File: src/rtl/gei_pkg.sv
package gei_pkg;

    localparam int ADDR_W = 6;

    // Register byte addresses within the port window
    localparam logic [ADDR_W-1:0] OFS_EVENT  = 6'h14;
    localparam logic [ADDR_W-1:0] OFS_ENABLE = 6'h18;
    localparam logic [ADDR_W-1:0] OFS_FORCE  = 6'h1C;
    localparam logic [ADDR_W-1:0] OFS_EDGE   = 6'h20;

    typedef enum logic [2:0] {
        SEL_NONE,
        SEL_EVENT,
        SEL_ENABLE,
        SEL_FORCE,
        SEL_EDGE
    } reg_sel_e;

    function automatic reg_sel_e decode_addr(input logic [ADDR_W-1:0] a);
        reg_sel_e s;
        case (a)
            OFS_EVENT:  s = SEL_EVENT;
            OFS_ENABLE: s = SEL_ENABLE;
            OFS_FORCE:  s = SEL_FORCE;
            OFS_EDGE:   s = SEL_EDGE;
            default:    s = SEL_NONE;
        endcase
        return s;
    endfunction

endpackage

File: src/rtl/gei_regfile.sv
module gei_regfile
    import gei_pkg::*;
#(
    parameter int PINS   = 8,
    parameter int DATA_W = 32
) (
    input  logic              clk,
    input  logic              rst_n,
    input  logic              bus_we,
    input  logic [ADDR_W-1:0] bus_addr,
    input  logic [DATA_W-1:0] bus_wdata,
    input  logic [PINS-1:0]   event_q,
    output logic [PINS-1:0]   enable_q,
    output logic [PINS-1:0]   force_q,
    output logic [PINS-1:0]   rise_sel_q,
    output logic [PINS-1:0]   clr_mask,
    output logic [DATA_W-1:0] bus_rdata
);

    typedef struct packed {
        logic [PINS-1:0] en;
        logic [PINS-1:0] frc;
        logic [PINS-1:0] rise;
    } cfg_t;

    cfg_t     st_d, st_q;
    reg_sel_e sel;

    always_comb begin
        st_d      = st_q;
        sel       = decode_addr(bus_addr);
        clr_mask  = '0;
        bus_rdata = '0;
        if (bus_we) begin
            case (sel)
                SEL_EVENT:  clr_mask    = bus_wdata[PINS-1:0];
                SEL_ENABLE: st_d.en     = bus_wdata[PINS-1:0];
                SEL_FORCE:  st_d.frc    = bus_wdata[PINS-1:0];
                SEL_EDGE:   st_d.rise   = bus_wdata[PINS-1:0];
                default:    ;
            endcase
        end
        case (sel)
            SEL_EVENT:  bus_rdata[PINS-1:0] = event_q;
            SEL_ENABLE: bus_rdata[PINS-1:0] = st_q.en;
            SEL_FORCE:  bus_rdata[PINS-1:0] = st_q.frc;
            SEL_EDGE:   bus_rdata[PINS-1:0] = st_q.rise;
            default:    bus_rdata = '0;
        endcase
    end

    always_ff @(posedge clk) begin
        if (!rst_n) st_q <= '0;
        else        st_q <= st_d;
    end

    assign enable_q   = st_q.en;
    assign force_q    = st_q.frc;
    assign rise_sel_q = st_q.rise;

endmodule

File: src/rtl/gei_edge_detect.sv
module gei_edge_detect #(
    parameter int PINS = 8
) (
    input  logic            clk,
    input  logic            rst_n,
    input  logic [PINS-1:0] pin_lvl,
    input  logic [PINS-1:0] rise_sel,
    output logic [PINS-1:0] hit
);

    typedef struct packed {
        logic [PINS-1:0] prev;
        logic            armed;
    } det_t;

    det_t st_d, st_q;

    always_comb begin
        st_d       = st_q;
        st_d.prev  = pin_lvl;
        st_d.armed = 1'b1;
    end

    always_ff @(posedge clk) begin
        if (!rst_n) begin
            st_q.prev  <= '1;
            st_q.armed <= 1'b0;
        end else begin
            st_q <= st_d;
        end
    end

    // One comparator per pin; polarity chooses which transition counts
    for (genvar i = 0; i < PINS; i++) begin : g_pin
        logic up, down;
        assign up     = pin_lvl[i] & ~st_q.prev[i];
        assign down   = ~pin_lvl[i] & st_q.prev[i];
        assign hit[i] = st_q.armed & (rise_sel[i] ? up : down);
    end

endmodule

File: src/rtl/gei_event_bank.sv
module gei_event_bank #(
    parameter int PINS = 8
) (
    input  logic            clk,
    input  logic            rst_n,
    input  logic [PINS-1:0] hit,
    input  logic [PINS-1:0] force_q,
    input  logic [PINS-1:0] clr_mask,
    input  logic [PINS-1:0] enable_q,
    output logic [PINS-1:0] event_q,
    output logic            irq_o
);

    typedef struct packed {
        logic [PINS-1:0] evt;
        logic            irq;
    } bank_t;

    bank_t st_d, st_q;

    always_comb begin
        st_d     = st_q;
        // clear first, then set causes so a coincident set survives
        st_d.evt = (st_q.evt & ~clr_mask) | hit | force_q;
        st_d.irq = |(st_q.evt & enable_q);
    end

    always_ff @(posedge clk) begin
        if (!rst_n) st_q <= '0;
        else        st_q <= st_d;
    end

    assign event_q = st_q.evt;
    assign irq_o   = st_q.irq;

endmodule

File: src/rtl/gei_port_irq.sv
module gei_port_irq
    import gei_pkg::*;
#(
    parameter int PINS   = 8,
    parameter int DATA_W = 32
) (
    input  logic              clk,
    input  logic              rst_n,
    input  logic [PINS-1:0]   pin_lvl,
    input  logic              bus_we,
    input  logic [ADDR_W-1:0] bus_addr,
    input  logic [DATA_W-1:0] bus_wdata,
    output logic [DATA_W-1:0] bus_rdata,
    output logic              irq_o
);

    logic [PINS-1:0] event_q;
    logic [PINS-1:0] enable_q;
    logic [PINS-1:0] force_q;
    logic [PINS-1:0] rise_sel_q;
    logic [PINS-1:0] clr_mask;
    logic [PINS-1:0] hit;

    gei_regfile #(.PINS(PINS), .DATA_W(DATA_W)) u_regs (
        .clk        (clk),
        .rst_n      (rst_n),
        .bus_we     (bus_we),
        .bus_addr   (bus_addr),
        .bus_wdata  (bus_wdata),
        .event_q    (event_q),
        .enable_q   (enable_q),
        .force_q    (force_q),
        .rise_sel_q (rise_sel_q),
        .clr_mask   (clr_mask),
        .bus_rdata  (bus_rdata)
    );

    gei_edge_detect #(.PINS(PINS)) u_det (
        .clk      (clk),
        .rst_n    (rst_n),
        .pin_lvl  (pin_lvl),
        .rise_sel (rise_sel_q),
        .hit      (hit)
    );

    gei_event_bank #(.PINS(PINS)) u_bank (
        .clk      (clk),
        .rst_n    (rst_n),
        .hit      (hit),
        .force_q  (force_q),
        .clr_mask (clr_mask),
        .enable_q (enable_q),
        .event_q  (event_q),
        .irq_o    (irq_o)
    );

endmodule

File: config.mk
export PLATFORM = sky130hd
export DESIGN_NAME = gei_port_irq
export DESIGN_NICKNAME = d
export VERILOG_FILES = /design/src/rtl/gei_pkg.sv /design/src/rtl/gei_regfile.sv /design/src/rtl/gei_edge_detect.sv /design/src/rtl/gei_event_bank.sv /design/src/rtl/gei_port_irq.sv
export SDC_FILE = /design/constraint.sdc
export NUM_CORES = 1
export LEC_CHECK = 0
export BUFFER_PORTS_ARGS = -buffer_cell sky130_fd_sc_hd__buf_2
export CORE_MARGIN = 5
export CORE_UTILIZATION = 49
export CTS_CLUSTER_DIAMETER = 60
export DETAILED_ROUTE_END_ITERATION = 10
export HOLD_SLACK_MARGIN = 0.08
export PLACE_DENSITY_LB_ADDON = 0.2
export RECOVER_POWER = 100
export REMOVE_ABC_BUFFERS = 1
export SETUP_SLACK_MARGIN = 0.05
export SYNTH_ARGS = -nofsm -noshare
export SYNTH_HDL_FRONTEND = slang
export SYNTH_SLANG_ARGS = --single-unit
File: constraint.sdc
create_clock -name clk -period 2.1 [get_ports clk]
set_clock_uncertainty 0.15 [all_clocks]
set_input_delay 0.21 -clock clk [delete_from_list [all_inputs] [get_ports clk]]
set_output_delay 0.21 -clock clk [all_outputs]
set_load 0.05 [all_outputs]
==> results.sh <==
export IMPL_hold_path_startpoint="bus_wdata[4]"
export IMPL_fraction_of_the_mapped_netlist_area_in_compound_gates=0.1402
export IMPL_drt_wl_total_um=4978
export IMPL_drt_wl_cell_um=14.90
export IMPL_drt_iter0_drc=145
export IMPL_dr_total_vias=1770
export IMPL_timing_reg2reg_setup_slack_ns=0.91
export IMPL_post_synth_inst_count=233
export IMPL_maxCapViolCount=0
export IMPL_layout_area_overhead_vs_synth_pct=15.89
export IMPL_core_footprint_mm2=0.004294
export IMPL_via_per_instance_ratio=5.299
export IMPL_dpl_cell_count=316
export IMPL_max_rail_drop_vdd_mv=0.3114
export IMPL_final_cells=334
export IMPL_rows=24
export IMPL_final_period_minus_worst_setup_slack_ns=2.050
export IMPL_grt_total_usage=0.1735
export IMPL_final_layout_size_suffix_gt1_frac=0.1454
export IMPL_setup_viol_count_final=0
export IMPL_run_status="complete, no violations"
export IMPL_timing_hold_worst_endpoint="u_regs.enable_q[4]"
export IMPL_synth_mux_area_fraction=0.1501
export IMPL_dp_hpwl_um=3431
export IMPL_worst_slew_pin_transition_ns=1.216
export IMPL_min_delay_path_depth=3
export IMPL_critPathMaxFanout=9
export IMPL_globalRouteOverflowTotal=0
export IMPL_global_route_wire_length_before_repair_um=8114
export IMPL_final_report_hold_violation_count=0
export IMPL_worst_setup_path_type="in2reg"
export IMPL_cts_buffers_inserted=5
export IMPL_ctsLongestPathBuffers=2
export IMPL_met2_wirelength_um=2269
export IMPL_synth_distinct_cells=26
export IMPL_maxSlewHeadroom=0.1893
export IMPL_final_weighted_congestion_in_routability_driven_placement=0.7241
export IMPL_worst_r2r_endpoint="u_bank.event_q[6]"
export IMPL_timing_final_crit_share=0.9762
export IMPL_num_nets_final=330
export IMPL_start_util=0.4968
export IMPL_met1Wirelength_um=2281
export IMPL_rsz_0062_raised_after_global_routing="true"
export IMPL_power_leakage_uw=0.001107
export IMPL_cp_data_arrival_time_ns=2.11
export IMPL_fp_dieH_um=75.98
export IMPL_crit_path_capture_type="register"
export IMPL_final_max_slew_viol_count=0
export IMPL_achievable_frequency_ghz=0.4878
export IMPL_tritoncts="done"
export IMPL_place_ws_ns=-0.06823
export IMPL_dominant_combinational_cell_family_by_area_after_synthesis="simple AND/OR/NAND/NOR gates"
export IMPL_syn_mean_instance_area_um2=9.156
export IMPL_detailroute_wirelength_met3_um=352
export IMPL_powerDensity_mw_per_mm2=652.4
export IMPL_rr_startpoint="u_det.st_q[0]"
export IMPL_postRouteAntennaNets=0
export IMPL_area_fraction_in_and_or_nand_and_nor_cells_after_synthesis=0.2006
export IMPL_ys_top_cells_by_area="sky130_fd_sc_hd__dfxtp_1 (39%), sky130_fd_sc_hd__mux2i_1 (15%), sky130_fd_sc_hd__nand2_1 (8.6%)"
export IMPL_required_ns=2.16
export IMPL_tns_ns=0
export IMPL_adder_and_majority_cell_fraction_of_the_synthesized_area=0
export IMPL_post_cts_setup_buffer_count=0
export IMPL_syn_cell_area_mm2=0.002133
export IMPL_dieWidth_um=75.98
export IMPL_ioPinCount=82
export IMPL_drc=0
export IMPL_yosys_area_share_xor_xnor=0
export IMPL_ys_warnings_count=0
export IMPL_yosys_register_bits=42
export IMPL_drt_pass1_iter_count=4
export IMPL_grt_pass1_vias=1665
export IMPL_io_buffers=33
export IMPL_clock_root_buffer="sky130_fd_sc_hd__clkbuf_8"
export IMPL_synth_top_cell_area_share=0.3941
export IMPL_register_area_share_after_synthesis=0.3941
export IMPL_diodes=0
export IMPL_antenna_found_initial=0
export IMPL_min_path_type="in2reg"
export IMPL_clock_tree_htree_level_count=2
export IMPL_maximum_number_of_pins_on_one_net_before_global_route_repair=31
export IMPL_synth_largest_area_cell="sky130_fd_sc_hd__dfxtp_1"
export IMPL_post_route_worst_setup_slack_ns=0.04990
export IMPL_highest_signal_layer="met4"
export IMPL_register_clock_pin_slew_on_the_reported_worst_setup_and_hold_paths_ns=0.07
export IMPL_worstSetupStartpointType="primary input"
export IMPL_clkSinkCount=42
export IMPL_clkLatencyLatePin_ns=0.29
export IMPL_die_area_mm2=0.005773
export IMPL_reg2regPathDepth=2
==> worst max path at each step <==
stage                 from                end  slack, ns  cells after the start
3_5_place_dp   bus_addr[4]       bus_rdata[4]      -0.07                      6
2_1_floorplan  bus_addr[4]       bus_rdata[0]      -0.04                      3
3_3_place_gp   bus_addr[4]       bus_rdata[4]      -0.07                      6
6_report       bus_addr[5]  u_regs.force_q[4]       0.05                      5
5_1_grt        bus_addr[1]       bus_rdata[2]       0.02                      6
4_1_cts        bus_addr[4]       bus_rdata[1]       0.06                      6
==> sequential cells by signal, summed over array words and instances, names as in the netlist <==
name               flops
u_bank.event_q         8
u_bank.irq_o           1
u_regs.force_q         8
u_regs.rise_sel_q      8
u_det.st_q             9
u_regs.enable_q        8
==> logic make-up (layout without fill, tap and decap cells) <==
kind of cell,count (synthesis),in the layout
DFF,42,42
and+or+nand+nor,83,83
buffers and inverters,38,64
muxes,32,32
AOI/OAI and AO/OA,37,37
other,1,24
==> cell usage after synthesis <==
master	count
sky130_fd_sc_hd__a221o_1	16
sky130_fd_sc_hd__a22oi_1	4
sky130_fd_sc_hd__a31oi_1	8
sky130_fd_sc_hd__a41oi_1	1
sky130_fd_sc_hd__and2_1	1
sky130_fd_sc_hd__and3_1	1
sky130_fd_sc_hd__and3b_1	1
sky130_fd_sc_hd__buf_1	3
sky130_fd_sc_hd__buf_2	1
sky130_fd_sc_hd__buf_4	24
sky130_fd_sc_hd__buf_6	1
sky130_fd_sc_hd__clkbuf_1	7
sky130_fd_sc_hd__clkinv_1	1
sky130_fd_sc_hd__conb_1	1
sky130_fd_sc_hd__dfxtp_1	42
sky130_fd_sc_hd__inv_1	1
sky130_fd_sc_hd__mux2i_1	32
sky130_fd_sc_hd__nand2_1	49
sky130_fd_sc_hd__nand2b_1	16
sky130_fd_sc_hd__nand4_2	1
sky130_fd_sc_hd__nor3_1	9
sky130_fd_sc_hd__nor3_4	1
sky130_fd_sc_hd__nor4b_2	1
sky130_fd_sc_hd__o22ai_1	8
sky130_fd_sc_hd__or4b_1	2
sky130_fd_sc_hd__or4b_4	1
==> placed cells by master, fill, tap and decap left out, drive strengths merged <==
| cell type | n |
|---|---|
| buf | 27 |
| dfxtp | 42 |
| o22ai | 8 |
| a221o | 16 |
| clkinv | 2 |
| dlygate4sd3 | 10 |
| nand2b | 16 |
| mux2i | 32 |
| nor3 | 10 |
| a22oi | 4 |
| and2 | 1 |
| a41oi | 1 |
| nor4b | 1 |
| or4b | 3 |
| and3b | 1 |
| clkbuf | 24 |
| inv | 1 |
| and3 | 1 |
| a31oi | 8 |
| conb | 24 |
| nand2 | 49 |
| nand4 | 1 |
==> layer usage <==
| layer | global-route usage | vias to the layer above |
|---|---|---|
| li1 | - | 890 |
| met1 | 0.2294 | 819 |
| met2 | 0.2671 | 54 |
| met3 | 0.04965 | 7 |
| met4 | 0.06406 | 0 |
| met5 | 0 | - |
==> repair_timing <==
action / in CTS / in global routing
hold buffers: 10 / 0
resized for setup: 2 / 8
endpoints found under the hold margin: 10 / 0
setup endpoints to repair: 8 / 8
==> power by group <==
group	total [uW]	switching, uW	internal (uW)
sequential	836	16.3	819
clock	536	271	265
combinational	241	174	66.8
total	1610	462	1150
==> critical path: stages <==
cell and delay, ns:
sky130_fd_sc_hd__buf_2 0.11, sky130_fd_sc_hd__nor4b_2 0.32, sky130_fd_sc_hd__clkbuf_1 0.47, sky130_fd_sc_hd__nand4_1 0.65
sky130_fd_sc_hd__mux2i_1 0.35
==> final cells by class <==
cell class,count,area [um2]
well taps,52,65.06
flip-flops and latches,42,840.8
clock buffers,7,86.33
multi-input cells,176,1127
clock inverters,1,5.005
inverters,2,7.507
repair buffers,54,340.3
fillers,426,1822
==> per-stage QoR <==
step	util	cell area [um2]	power, uW	hold slack (ns)
3_5_place_dp	0.5353	2298	1082	0.2740
6_report	0.5758	2472	1613	0.08233
4_1_cts	0.5816	2497	1627	0.08002
5_1_grt	0.5758	2472	1679	0.08638
3_3_place_gp	0.5353	2298	1079	0.2712
2_1_floorplan	-	1986	1003	0.08772
No activity file was read; power rests on OpenSTA's default activity.
